--- src/rtl/lt_pkg.sv ---
package lt_pkg;
  localparam logic [15:0] ADDR_LINK_CFG   = 16'h0100;
  localparam logic [15:0] ADDR_PATTERN    = 16'h0102;
  localparam logic [15:0] ADDR_LANE_DRIVE = 16'h0103;
  localparam logic [15:0] ADDR_SPREAD     = 16'h0107;
  localparam logic [15:0] ADDR_STATUS     = 16'h0202;
  localparam logic [15:0] ADDR_POWER      = 16'h0600;
  localparam logic [7:0]  REV_ENH         = 8'h11;
  localparam logic [7:0]  PWR_ON          = 8'h01;
  localparam int          STATUS_BYTES    = 6;
  localparam int          MAX_SW_BIT      = 2;

  typedef enum logic [1:0] {PAT_OFF = 2'd0, PAT_1 = 2'd1, PAT_2 = 2'd2} lt_pat_e;

  typedef enum logic [3:0] {
    S_IDLE, S_PWR, S_PDIS, S_CFG, S_SPRD, S_P1_WAIT, S_P1_SET, S_DRV,
    S_CR_WAIT, S_CR_RD, S_P2_SET, S_EQ_WAIT, S_EQ_RD, S_FIN
  } lt_state_e;
endpackage

--- src/rtl/lt_us_timer.sv ---
module lt_us_timer #(
  parameter int CYC_PER_US = 100,
  parameter int US_W       = 9
) (
  input  logic            clk_i,
  input  logic            rst_ni,
  input  logic            go_i,
  input  logic [US_W-1:0] us_i,
  output logic            expire_o
);
  localparam int PRE_W = (CYC_PER_US > 1) ? $clog2(CYC_PER_US) : 1;
  localparam logic [PRE_W-1:0] PRE_LAST = PRE_W'(CYC_PER_US - 1);

  logic             busy_q;
  logic [PRE_W-1:0] pre_q;
  logic [US_W-1:0]  us_q, tgt_q;
  logic             pre_wrap;

  assign pre_wrap = (pre_q == PRE_LAST);
  assign expire_o = busy_q && pre_wrap && (us_q == tgt_q - 1'b1);

  always_ff @(posedge clk_i or negedge rst_ni) begin
    if (!rst_ni) begin
      busy_q <= 1'b0;
      pre_q  <= '0;
      us_q   <= '0;
      tgt_q  <= '0;
    end else if (go_i) begin
      busy_q <= 1'b1;
      pre_q  <= '0;
      us_q   <= '0;
      tgt_q  <= us_i;
    end else if (busy_q) begin
      if (pre_wrap) begin
        pre_q <= '0;
        if (expire_o) busy_q <= 1'b0;
        else          us_q   <= us_q + 1'b1;
      end else begin
        pre_q <= pre_q + 1'b1;
      end
    end
  end

  AST_TMR_ONESHOT: assert property (@(posedge clk_i) disable iff (!rst_ni)
    expire_o && !go_i |=> !expire_o);
  AST_TMR_PRE_RANGE: assert property (@(posedge clk_i) disable iff (!rst_ni)
    pre_q <= PRE_LAST);
endmodule

--- src/rtl/lt_lane_check.sv ---
module lt_lane_check #(
  parameter int NUM_LANES = 4
) (
  input  logic [23:0] stat_i,
  input  logic [2:0]  lanes_i,
  output logic        cr_all_o,
  output logic        eq_all_o
);
  logic [NUM_LANES-1:0] cr_lane, eq_lane;

  for (genvar g = 0; g < NUM_LANES; g++) begin : g_lane
    logic [3:0] nib;
    logic       act;
    assign nib        = stat_i[(g/2)*8 + (g%2)*4 +: 4];
    assign act        = (3'(g) < lanes_i);
    assign cr_lane[g] = !act || nib[0];
    assign eq_lane[g] = !act || (nib[2:0] == 3'b111);
  end

  assign cr_all_o = &cr_lane;
  assign eq_all_o = (&eq_lane) && stat_i[16];
endmodule

--- src/rtl/link_train_seq.sv ---
module link_train_seq
  import lt_pkg::*;
#(
  parameter int CYC_PER_US = 100,
  parameter int P1_WAIT_US = 400,
  parameter int CR_WAIT_US = 100,
  parameter int EQ_WAIT_US = 400,
  parameter int CR_REPEATS = 5,
  parameter int EQ_ADJ_MAX = 6
) (
  input  logic        clk_i,
  input  logic        rst_ni,
  input  logic        start_i,
  input  logic [7:0]  sink_rev_i,
  input  logic [7:0]  link_rate_i,
  input  logic [2:0]  lane_cnt_i,
  output logic        reg_req_o,
  output logic        reg_wr_o,
  output logic [15:0] reg_addr_o,
  output logic [2:0]  reg_len_o,
  output logic [31:0] reg_wdata_o,
  input  logic        reg_ack_i,
  input  logic        reg_ok_i,
  input  logic [47:0] reg_rdata_i,
  output logic [47:0] status_o,
  input  logic [7:0]  adj_drive_i,
  output logic [1:0]  tx_pat_o,
  output logic [7:0]  drive_o,
  output logic        tx_complete_o,
  output logic        cr_ok_o,
  output logic        eq_ok_o,
  output logic        done_o
);
  localparam int MAX_US = (P1_WAIT_US > EQ_WAIT_US) ?
                          ((P1_WAIT_US > CR_WAIT_US) ? P1_WAIT_US : CR_WAIT_US) :
                          ((EQ_WAIT_US > CR_WAIT_US) ? EQ_WAIT_US : CR_WAIT_US);
  localparam int US_W  = $clog2(MAX_US + 1);
  localparam int CNT_W = $clog2(EQ_ADJ_MAX + 2);
  localparam int REP_W = $clog2(CR_REPEATS + 1);

  lt_state_e        state_q;
  logic             enh_q, eq_phase_q;
  logic [7:0]       rate_q, drive_q;
  logic [2:0]       lanes_q, prev_sw_q;
  logic [REP_W-1:0] cr_rep_q;
  logic [CNT_W-1:0] eq_adj_q;
  logic             cr_ok_q, eq_ok_q, done_q, txc_q;
  lt_pat_e          pat_q;
  logic [47:0]      status_q;

  logic             hs, tmr_go, tmr_exp, cr_all, eq_all, sw_same, cr_stop, eq_stop;
  logic [US_W-1:0]  tmr_us;
  logic [7:0]       lane_byte;

  // register port, driven from state
  assign lane_byte = {enh_q, 4'b0000, lanes_q};

  always_comb begin
    reg_req_o   = 1'b1;
    reg_wr_o    = 1'b1;
    reg_addr_o  = ADDR_PATTERN;
    reg_len_o   = 3'd1;
    reg_wdata_o = '0;
    unique case (state_q)
      S_PWR:    begin reg_addr_o = ADDR_POWER; reg_wdata_o = {24'h0, PWR_ON}; end
      S_PDIS:   reg_wdata_o = 32'h0;
      S_CFG:    begin
                  reg_addr_o  = ADDR_LINK_CFG;
                  reg_len_o   = 3'd2;
                  reg_wdata_o = {16'h0, lane_byte, rate_q};
                end
      S_SPRD:   reg_addr_o = ADDR_SPREAD;
      S_P1_SET: reg_wdata_o = 32'(PAT_1);
      S_DRV:    begin
                  reg_addr_o  = ADDR_LANE_DRIVE;
                  reg_len_o   = lanes_q;
                  reg_wdata_o = {4{drive_q}};
                end
      S_CR_RD, S_EQ_RD: begin
                  reg_wr_o   = 1'b0;
                  reg_addr_o = ADDR_STATUS;
                  reg_len_o  = 3'(STATUS_BYTES);
                end
      S_P2_SET: reg_wdata_o = 32'(PAT_2);
      S_FIN:    reg_wdata_o = 32'h0;
      default:  reg_req_o = 1'b0;
    endcase
  end

  assign hs = reg_req_o && reg_ack_i;

  // wait timer
  assign tmr_go = hs && (state_q inside {S_SPRD, S_DRV, S_P2_SET});
  always_comb begin
    if (state_q == S_SPRD)                   tmr_us = US_W'(P1_WAIT_US);
    else if (state_q == S_DRV && !eq_phase_q) tmr_us = US_W'(CR_WAIT_US);
    else                                     tmr_us = US_W'(EQ_WAIT_US);
  end

  lt_us_timer #(.CYC_PER_US(CYC_PER_US), .US_W(US_W)) u_tmr (
    .clk_i    (clk_i),
    .rst_ni   (rst_ni),
    .go_i     (tmr_go),
    .us_i     (tmr_us),
    .expire_o (tmr_exp)
  );

  lt_lane_check #(.NUM_LANES(4)) u_chk (
    .stat_i   (reg_rdata_i[23:0]),
    .lanes_i  (lanes_q),
    .cr_all_o (cr_all),
    .eq_all_o (eq_all)
  );

  // give-up rules
  assign sw_same = !prev_sw_q[2] && (prev_sw_q[1:0] == drive_q[1:0]);
  assign cr_stop = !reg_ok_i || cr_all || drive_q[MAX_SW_BIT] ||
                   (sw_same && (cr_rep_q == REP_W'(CR_REPEATS - 1)));
  assign eq_stop = !reg_ok_i || eq_all || (eq_adj_q >= CNT_W'(EQ_ADJ_MAX));

  always_ff @(posedge clk_i or negedge rst_ni) begin
    if (!rst_ni) begin
      state_q    <= S_IDLE;
      enh_q      <= 1'b0;
      eq_phase_q <= 1'b0;
      rate_q     <= '0;
      drive_q    <= '0;
      lanes_q    <= '0;
      prev_sw_q  <= 3'b100;
      cr_rep_q   <= '0;
      eq_adj_q   <= '0;
      cr_ok_q    <= 1'b0;
      eq_ok_q    <= 1'b0;
      done_q     <= 1'b0;
      txc_q      <= 1'b0;
      pat_q      <= PAT_OFF;
      status_q   <= '0;
    end else begin
      done_q <= 1'b0;
      txc_q  <= 1'b0;
      if ((state_q inside {S_CR_RD, S_EQ_RD}) && hs && reg_ok_i) status_q <= reg_rdata_i;
      unique case (state_q)
        S_IDLE: if (start_i) begin
          enh_q      <= (sink_rev_i >= REV_ENH);
          rate_q     <= link_rate_i;
          lanes_q    <= lane_cnt_i;
          eq_phase_q <= 1'b0;
          prev_sw_q  <= 3'b100;
          cr_rep_q   <= '0;
          eq_adj_q   <= '0;
          cr_ok_q    <= 1'b0;
          eq_ok_q    <= 1'b0;
          state_q    <= (sink_rev_i >= REV_ENH) ? S_PWR : S_PDIS;
        end
        S_PWR:  if (hs) state_q <= S_PDIS;
        S_PDIS: if (hs) state_q <= S_CFG;
        S_CFG:  if (hs) state_q <= S_SPRD;
        S_SPRD: if (hs) begin
          pat_q   <= PAT_1;
          drive_q <= '0;
          state_q <= S_P1_WAIT;
        end
        S_P1_WAIT: if (tmr_exp) state_q <= S_P1_SET;
        S_P1_SET:  if (hs) state_q <= S_DRV;
        S_DRV:     if (hs) state_q <= eq_phase_q ? S_EQ_WAIT : S_CR_WAIT;
        S_CR_WAIT: if (tmr_exp) state_q <= S_CR_RD;
        S_CR_RD: if (hs) begin
          if (cr_stop) begin
            cr_ok_q <= reg_ok_i && cr_all;
            state_q <= S_P2_SET;
          end else begin
            cr_rep_q  <= sw_same ? cr_rep_q + 1'b1 : '0;
            prev_sw_q <= {1'b0, drive_q[1:0]};
            drive_q   <= adj_drive_i;
            state_q   <= S_DRV;
          end
        end
        S_P2_SET: if (hs) begin
          pat_q      <= PAT_2;
          eq_phase_q <= 1'b1;
          state_q    <= S_EQ_WAIT;
        end
        S_EQ_WAIT: if (tmr_exp) state_q <= S_EQ_RD;
        S_EQ_RD: if (hs) begin
          if (eq_stop) begin
            eq_ok_q <= reg_ok_i && eq_all;
            state_q <= S_FIN;
          end else begin
            eq_adj_q <= eq_adj_q + 1'b1;
            drive_q  <= adj_drive_i;
            state_q  <= S_DRV;
          end
        end
        S_FIN: if (hs) begin
          pat_q   <= PAT_OFF;
          done_q  <= 1'b1;
          txc_q   <= 1'b1;
          state_q <= S_IDLE;
        end
        default: state_q <= S_IDLE;
      endcase
    end
  end

  assign status_o      = status_q;
  assign tx_pat_o      = pat_q;
  assign drive_o       = drive_q;
  assign tx_complete_o = txc_q;
  assign cr_ok_o       = cr_ok_q;
  assign eq_ok_o       = eq_ok_q;
  assign done_o        = done_q;

  AST_REQ_HOLD: assert property (@(posedge clk_i) disable iff (!rst_ni)
    reg_req_o && !reg_ack_i |=> reg_req_o && $stable(reg_addr_o));
  AST_DONE_PULSE: assert property (@(posedge clk_i) disable iff (!rst_ni)
    done_o |=> !done_o);
  AST_DONE_PAT_OFF: assert property (@(posedge clk_i) disable iff (!rst_ni)
    done_o |-> tx_pat_o == PAT_OFF && tx_complete_o && !reg_req_o);
  AST_OK_HOLD: assert property (@(posedge clk_i) disable iff (!rst_ni)
    state_q == S_IDLE && !start_i |=> $stable(cr_ok_o) && $stable(eq_ok_o));
  AST_CR_REP_MAX: assert property (@(posedge clk_i) disable iff (!rst_ni)
    cr_rep_q < REP_W'(CR_REPEATS));
  AST_EQ_ADJ_MAX: assert property (@(posedge clk_i) disable iff (!rst_ni)
    eq_adj_q <= CNT_W'(EQ_ADJ_MAX));
  AST_PAT_LEGAL: assert property (@(posedge clk_i) disable iff (!rst_ni)
    tx_pat_o != 2'd3);
  AST_MAXSW_NO_RETRY: assert property (@(posedge clk_i) disable iff (!rst_ni)
    state_q == S_CR_RD && hs && drive_o[MAX_SW_BIT] |=> state_q == S_P2_SET);
endmodule

--- config.mk ---
export PLATFORM = sky130hd
export DESIGN_NAME = link_train_seq
export DESIGN_NICKNAME = d
export VERILOG_FILES = /design/src/rtl/lt_pkg.sv /design/src/rtl/lt_us_timer.sv /design/src/rtl/lt_lane_check.sv /design/src/rtl/link_train_seq.sv
export SDC_FILE = /design/constraint.sdc
export NUM_CORES = 1
export LEC_CHECK = 0
export CORE_MARGIN = 2
export CORE_UTILIZATION = 43
export DETAILED_ROUTE_END_ITERATION = 8
export GPL_TIMING_DRIVEN = 0
export HOLD_SLACK_MARGIN = 0.1
export PLACE_DENSITY = 0.78
export SLEW_MARGIN = 20
export SYNTH_ARGS = -nofsm -noshare
export SYNTH_HDL_FRONTEND = slang
export SYNTH_HIERARCHICAL = 1
export SYNTH_SLANG_ARGS = --single-unit
--- constraint.sdc ---
create_clock -name clk_i -period 2.88 [get_ports clk_i]
set_input_delay 0.576 -clock clk_i [delete_from_list [all_inputs] [get_ports clk_i]]
set_output_delay 0.576 -clock clk_i [all_outputs]
set_load 0.01 [all_outputs]
==> run_results.csv, run 1 <==
group,metric,value,unit
grt,grt_antenna_before_repair,0,
clocking,worst_skew_pair.late_latency,0.42,ns
logic_synthesis,synthAdderAreaFrac,0.0142,
clocking,cts_root_buffer_type,"sky130_fd_sc_hd__clkbuf_16",
routing,postRouteAntennaNets,0,
logic_synthesis,synthSimpleGateAreaFrac,0.161,
die,die_height,124,um
die,boundaryPins,195,
logic_synthesis,syn-instance-count,581,
sta,final-hold-violation-count,0,
critical_path,max_stage_delay,0.55,ns
critical_path,cp_cell_sequence,"or4_4 -> or3_4 -> a2111oi_4 -> and4_4 -> and2_4 -> or3b_4 -> o22ai_2 -> a221o_2 -> a211o_1 -> o21ai_2",
sta,setup-tns-final,-0.609,ns
final_layout,antenna_cells_inserted,0,
sta,maxSlewViolCount,0,
critical_path,setup.worst_path.start_class,"flop",
routing,routed_wirelength,17500,um
routing,drc_errors,0,
logic_synthesis,netlist_area,0.00615,mm2
routing,initialDrtViolationCount,301,
critical_path,critical_path.endpoint_type,"flop",
final_layout,non_filler_instances,1014,
logic_synthesis,yosys.area.top_type,"sky130_fd_sc_hd__dfrtp_1",
final_layout,utilization,0.673,
sta,timing.final.ws_setup,-0.213,ns
logic_synthesis,syn_avg_cell_area,10.6,um2
sta,final_critical_path_required_period,3.09,ns
die,dieArea,0.0153,mm2
grt,grt_max_degree,84,
sta,finalSetupViolCount,4,
run,max_cap_viol_count,0,
clocking,cts_made_buffers,17,
sta,fin_clk_skew,0.00958,ns
critical_path,path_delay_family,"simple AND/OR/NAND/NOR gates",
routing,routed-via-count,5438,
critical_path,critical_path.slowest_cell,"sky130_fd_sc_hd__or4_4",
outcome,outcome,"complete, but fails checks",
critical_path,ff2ff_path_depth,10,
critical_path,timing.critical_path.depth,10,
critical_path,worstPathArrival,3.43,ns
clocking,tritoncts,"done",
logic_synthesis,synth_top_family_by_area,"simple AND/OR/NAND/NOR gates",
routing,detailed_route_wire_length_per_cell,17.2,um
logic_synthesis,edff_count_synth,0,
sta,achievable-frequency,323,MHz
logic_synthesis,postSynth.topFlopCell,"sky130_fd_sc_hd__dfrtp_1",
sta,slew_worst_pin,0.904,ns
hold_path,worst_hold_path.num_cells,2,
die,core,0.0139,mm2
hold_path,type_of_the_most_critical_hold_path,"reg2reg",
outcome,violations,"negative setup slack",
sta,unrepaired_setup_endpoints_after_global_routing,"yes",
logic_synthesis,async_flop_share,1.00,
die,number_of_placement_rows,43,
placement,place.port_buffers,184,
logic_synthesis,synth-xor-area-share,0.0256,
logic_synthesis,ys_seq_elements,113,
logic_synthesis,synth_sequential_area_ratio,0.460,
placement,dp.final_hpwl,12300,um
sta,relSlewSlack,0.389,
final_layout,layout-area-overhead-vs-synth,52.4,%
clocking,clkTransAtPathRegs,0.05,ns
routing,viasPerCell,5.36,
logic_synthesis,area_fraction_in_compound_gates_after_synthesis,0.126,
grt,grt_pass1_wl,27700,um
critical_path,cp.required,3.21,ns
final_layout,final_net_count,909,
grt,globalRouteTotalUtil,0.237,
critical_path,worst-path-buf-inv,0,
grt,overflow,0,
placement,gp_congestion,0.961,
clocking,clock_path_buffers,2,
placement,placed_cells_incl_taps,958,
logic_synthesis,synth.most_common_cell,"sky130_fd_sc_hd__dfrtp_1",
logic_synthesis,synth_cell_types,80,
routing,detailedRoute.firstPassIterationCount,5,
logic_synthesis,synth_commonest_cells,"sky130_fd_sc_hd__dfrtp_1 (112), sky130_fd_sc_hd__nand2_1 (76), sky130_fd_sc_hd__mux2_2 (38), sky130_fd_sc_hd__inv_1 (29), sky130_fd_sc_hd__buf_4 (25)",
die,die_w,124,um
power,pwr_density_cell,1000,mW/mm2
clocking,cts_num_sinks,113,
final_layout,design_area,0.00937,mm2
power,total_leakage_power,4.38,nW
critical_path,cp_max_fo,6,
logic_synthesis,netlist.area_leader.share,0.456,
logic_synthesis,synth.mux.area_fraction,0.136,
power,vdd_ir_drop_max,0.717,mV
logic_synthesis,ys_top_cells_by_area,"sky130_fd_sc_hd__dfrtp_1 (46%), sky130_fd_sc_hd__mux2_2 (7.0%), sky130_fd_sc_hd__mux2_4 (4.9%), sky130_fd_sc_hd__nand2_1 (4.6%), sky130_fd_sc_hd__buf_4 (3.1%)",
final_layout,drive_above_1_share,0.275,
logic_synthesis,yosysWarnings,6,
sta,final_cycle_utilization_of_the_critical_path,1.07,
grt,vias_in_the_first_global_route,5679,
die,initial_utilization,0.441,
clocking,htree_num_levels,4,
placement,placement.cell_area,0.00829,mm2
critical_path,timing_worst_setup_path_type,"reg2reg",
==> report_power, final <==
part	switching [mW]	internal [mW]	total [mW]	leakage, nW
Clock	0.727	1.39	2.12	0.293
Sequential	0.513	2.25	2.76	1.44
Combinational	2.12	2.39	4.51	2.64
==> final timing paths <==
path | from | end | slack [ns]
setup reg to reg | u_tmr/tgt_q[0] | state_q[2] | -0.21
setup / recovery | u_tmr/tgt_q[0] | state_q[2] | -0.21
max in group asynchronous | rst_ni | prev_sw_q[2] | 1.54
hold reg to reg | rate_q[1] | rate_q[1] | 0.49
hold / removal | rate_q[1] | rate_q[1] | 0.49
min in group asynchronous | rst_ni | status_o[31] | 0.60
==> cell families after synthesis <==
logic type | Yosys count
AOI/OAI and AO/OA | 106
xor gates and xnor gates | 18
and+or+nand+nor | 185
adders and majority gates | 7
DFF | 113
buffers and inverters | 82
muxes | 69
other | 1
==> registers in the layout, summed over array words and instances (netlist names) <==
register,flops
rate_q,8
u_tmr/tgt_q,9
eq_ok_o,1
cr_rep_q,3
u_tmr/busy_q,1
cr_ok_o,1
eq_phase_q,1
enh_q,1
prev_sw_q,3
u_tmr/pre_q,7
tx_complete_o,1
eq_adj_q,3
tx_pat_o,2
lanes_q,3
u_tmr/us_q,9
drive_o,8
status_o,48
state_q,4
==> cell usage in the layout, fill, tap and decap left out, types with 6 or more instances in the layout <==
cell type                         instances
sky130_fd_sc_hd__nor3_4                   9
sky130_fd_sc_hd__buf_6                   10
sky130_fd_sc_hd__mux2i_1                 11
sky130_fd_sc_hd__mux2_2                  38
sky130_fd_sc_hd__a21oi_1                 13
sky130_fd_sc_hd__a21o_1                  13
sky130_fd_sc_hd__dlymetal6s2s_1          13
sky130_fd_sc_hd__buf_4                   54
sky130_fd_sc_hd__or2_2                    6
sky130_fd_sc_hd__a21oi_2                  8
sky130_fd_sc_hd__o31ai_1                  9
sky130_fd_sc_hd__dfrtp_1                111
sky130_fd_sc_hd__mux2_4                  20
sky130_fd_sc_hd__clkdlybuf4s50_1        159
sky130_fd_sc_hd__clkbuf_1                 8
sky130_fd_sc_hd__nor2_1                  18
sky130_fd_sc_hd__dlygate4sd2_1            9
sky130_fd_sc_hd__nand3_1                 10
sky130_fd_sc_hd__conb_1                  13
sky130_fd_sc_hd__ha_1                     7
sky130_fd_sc_hd__nand2_1                 73
sky130_fd_sc_hd__o21ai_0                 12
sky130_fd_sc_hd__xnor2_1                 13
sky130_fd_sc_hd__or4_2                    7
sky130_fd_sc_hd__nor3_1                  11
sky130_fd_sc_hd__clkbuf_16               18
sky130_fd_sc_hd__inv_1                   27
==> per-stage QoR <==
step | total power, mW | setup slack [ns] | hold WS [ns]
final | 9.39 | -0.213 | 0.495
after CTS | 9.22 | -0.273 | 0.494
after floorplan | 4.86 | -0.0895 | 0.280
after detailed placement | 6.68 | -0.498 | 0.471
after global placement | 6.54 | -3.00 | 0.462
after global routing | 9.91 | -0.278 | 0.519
==> routing by layer <==
layer / up-vias / share of wire / global-route usage / wire (um)
met5: - / 0 / 0 / 0
met2: 252 / 0.51 / 0.416 / 8910
li1: 2504 / - / - / -
met3: 43 / 0.082 / 0.0792 / 1440
met4: 0 / 0.024 / 0.0866 / 422
met1: 2639 / 0.38 / 0.267 / 6690
==> worst register-to-register path: stages (launching register included) <==
cell	delay, ns
sky130_fd_sc_hd__dfrtp_1	0.41
sky130_fd_sc_hd__or4_4	0.55
sky130_fd_sc_hd__or3_4	0.35
sky130_fd_sc_hd__a2111oi_4	0.30
sky130_fd_sc_hd__and4_4	0.28
sky130_fd_sc_hd__and2_4	0.16
sky130_fd_sc_hd__or3b_4	0.12
sky130_fd_sc_hd__o22ai_2	0.05
sky130_fd_sc_hd__a221o_2	0.38
sky130_fd_sc_hd__a211o_1	0.33
sky130_fd_sc_hd__o21ai_2	0.08
==> final cells by class <==
class,instances,area (um2)
plain buffers,50,395
clock buffers,21,460
clock inverters,10,135
fillers,991,4560
inverters,30,120
multi-input cells,398,3100
flip-flops and latches,113,2830
well taps,180,225
repair buffers,212,2100
==> repair_timing <==
| item | in CTS | in global routing |
|---|---|---|
| gates resized for setup | 65 | 38 |
| endpoints found under the setup margin | 56 | 39 |
| pin swaps | 11 | 14 |
| setup buffers | 14 | 12 |
| hold endpoints to repair | 30 | 0 |
| hold buffers | 1 | 0 |
Power figures use the tool's default switching activity.
==> run 2, diff against run 1 <==
Settings changed: CAP_MARGIN set to 20, CORE_UTILIZATION 43 to 51, PLACE_DENSITY 0.78 to 0.87.
Clock period 2.88 ns to 4 ns, I/O delays scaled along.
==> run_results.csv, run 2 (synthesis gave the netlist of run 1 again) <==
group,metric,value,unit
critical_path,reg2reg_slack,0.43,ns
placement,place_ws,0.538,ns
critical_path,rr_endpoint,"state_q[3]",
clocking,htree_num_levels,4,
placement,placed_cells_incl_taps,925,
die,boundaryPins,195,
final_layout,final_net_count,884,
final_layout,drive_above_1_share,0.206,
critical_path,ff2ff_path_depth,12,
sta,relSlewSlack,0.533,
die,number_of_placement_rows,40,
sta,final-hold-violation-count,0,
sta,final_cycle_utilization_of_the_critical_path,0.969,
outcome,outcome,"complete, no violations",
final_layout,number_of_flip_flops_under_the_largest_register_name,48,
hold_path,type_of_the_most_critical_hold_path,"in2async",
routing,viasPerCell,5.66,
clocking,clkTransAtPathRegs,0.05,ns
power,pwr_density_cell,732,mW/mm2
grt,grt_pass1_wl,29800,um
final_layout,non_filler_instances,956,
placement,gp_congestion,0.907,
critical_path,max_stage_delay,0.53,ns
sta,setup-tns-final,0,ns
sta,slew_worst_pin,0.699,ns
power,seq_power_share,0.310,
clocking,tritoncts,"done",
clocking,ctsHoldBuffers,0,
power,combPwrFrac,0.448,
sta,unrepaired_setup_endpoints_after_global_routing,"no",
power,netSwitchingPower,2.32,mW
die,die_height,114,um
placement,dp.final_hpwl,12900,um
die,core,0.0119,mm2
sta,fin_clk_skew,0.0120,ns
critical_path,cp.required,3.20,ns
sta,timing.final.ws_setup,0.125,ns
clocking,worst_skew_pair.late_latency,0.42,ns
power,clkPwrFrac,0.242,
grt,globalRouteTotalUtil,0.298,
power,fin_total_pwr,6.50,mW
grt,overflow,0,
critical_path,critical_path.slowest_cell,"sky130_fd_sc_hd__clkdlybuf4s50_1",
final_layout,layout_commonest_cell,"sky130_fd_sc_hd__clkdlybuf4s50_1",
final_layout,mostFrequentLayoutCells,"sky130_fd_sc_hd__clkdlybuf4s50_1 (183), sky130_fd_sc_hd__dfrtp_1 (112), sky130_fd_sc_hd__nand2_1 (76)",
routing,postRouteAntennaNets,0,
routing,detailedRoute.firstPassIterationCount,5,
final_layout,antenna_cells_inserted,0,
clocking,cts_num_sinks,113,
critical_path,timing.critical_path.to,"reg_wdata_o[24]",
grt,grt_antenna_before_repair,0,
routing,detailed_route_wire_length_per_cell,19.4,um
routing,routed_wirelength,18500,um
die,die_w,114,um
critical_path,cp-startpoint,"state_q[1]",
sta,maxSlewViolCount,0,
power,cell_internal_pwr,4.18,mW
critical_path,timing.critical_path.mode_cell,"sky130_fd_sc_hd__clkbuf_1",
grt,vias_in_the_first_global_route,5774,
grt,grt_max_degree,65,
placement,place.port_buffers,184,
sta,achievable-frequency,258,MHz
critical_path,cp_cell_sequence,"buf_6 -> clkbuf_1 -> nand2_1 -> clkbuf_1 -> nor3_1 -> buf_4 -> clkdlybuf4s50_1",
routing,initialDrtViolationCount,366,
critical_path,reg2reg_from,"u_tmr/tgt_q[2]",
die,dieArea,0.0130,mm2
final_layout,layout-area-overhead-vs-synth,44.4,%
sta,finalSetupViolCount,0,
routing,routed-via-count,5409,
clocking,cts_made_buffers,17,
power,vdd_ir_drop_max,0.541,mV
critical_path,setup.worst_path.start_class,"flop",
critical_path,worstPathArrival,3.08,ns
die,initial_utilization,0.516,
critical_path,critical_path.endpoint_type,"output port",
clocking,cts_root_buffer_type,"sky130_fd_sc_hd__clkbuf_16",
clocking,clock_path_buffers,2,
routing,drc_errors,0,
power,total_leakage_power,3.85,nW
critical_path,timing_worst_setup_path_type,"reg2out",
run,max_cap_viol_count,0,
sta,timing.hold.ws,0.332,ns
power,switching_share,0.357,
sta,final_critical_path_required_period,3.88,ns
critical_path,cp_max_fo,10,
-- run 2: power by group through the flow --
stage                     Sequential, mW  Clock, mW  Combinational, mW
after floorplan                     2.06          0               1.44
after CTS                           2.01       1.59               2.89
after detailed placement            2.01          0               2.84
after global routing                2.07       1.64               3.13
after global placement              1.97          0               2.75
final                               2.01       1.57               2.92
-- run 2: timing repair --
| action | 4_1_cts | 5_1_grt |
|---|---|---|
| gates resized for setup | 0 | 4 |
| buffers inserted | 0 | 0 |
| setup endpoints to repair | 0 | 12 |
-- run 2: per-layer routing --
layer,vias to the layer above,global-route usage,routed length [um]
met5,-,0,0
met4,0,0.113,579
met3,46,0.0940,1370
met2,271,0.527,9540
met1,2644,0.337,7010
li1,2448,-,-
-- run 2: worst max-delay path: cells and delay by family, from the launching register on --
| family | cells | cell delay (ns) |
|---|---|---|
| buffers and inverters | 5 | 1.59 |
| AND/OR/NAND/NOR | 2 | 0.73 |
| flip-flops | 1 | 0.34 |
-- run 2: per-stage QoR --
step,utilization,instance area (um2)
2_1_floorplan,-,6190
3_3_place_gp,0.690,8220
3_5_place_dp,0.693,8250
4_1_cts,0.744,8860
5_1_grt,0.745,8880
6_report,0.745,8880
-- run 2: final cells by class --
| type | count | area [um2] |
|---|---|---|
| clock buffers | 20 | 447 |
| well taps | 147 | 184 |
| multi-input cells | 398 | 2920 |
| clock inverters | 11 | 163 |
| flip-flops and latches | 113 | 2830 |
| fillers | 750 | 3030 |
| plain buffers | 52 | 357 |
| repair buffers | 185 | 1870 |
| inverters | 30 | 113 |
-- run 2: how the worst min path moves through the flow --
stage | start | to | slack (ns) | depth (start not counted)
3_5_place_dp | rate_q[0] | rate_q[0] | 0.47 | 2
3_3_place_gp | rate_q[2] | rate_q[2] | 0.46 | 2
2_1_floorplan | rate_q[1] | rate_q[1] | 0.45 | 2
6_report | rst_ni | status_o[23] | 0.33 | 1
5_1_grt | rst_ni | status_o[35] | 0.37 | 1
4_1_cts | rst_ni | status_o[39] | 0.34 | 1
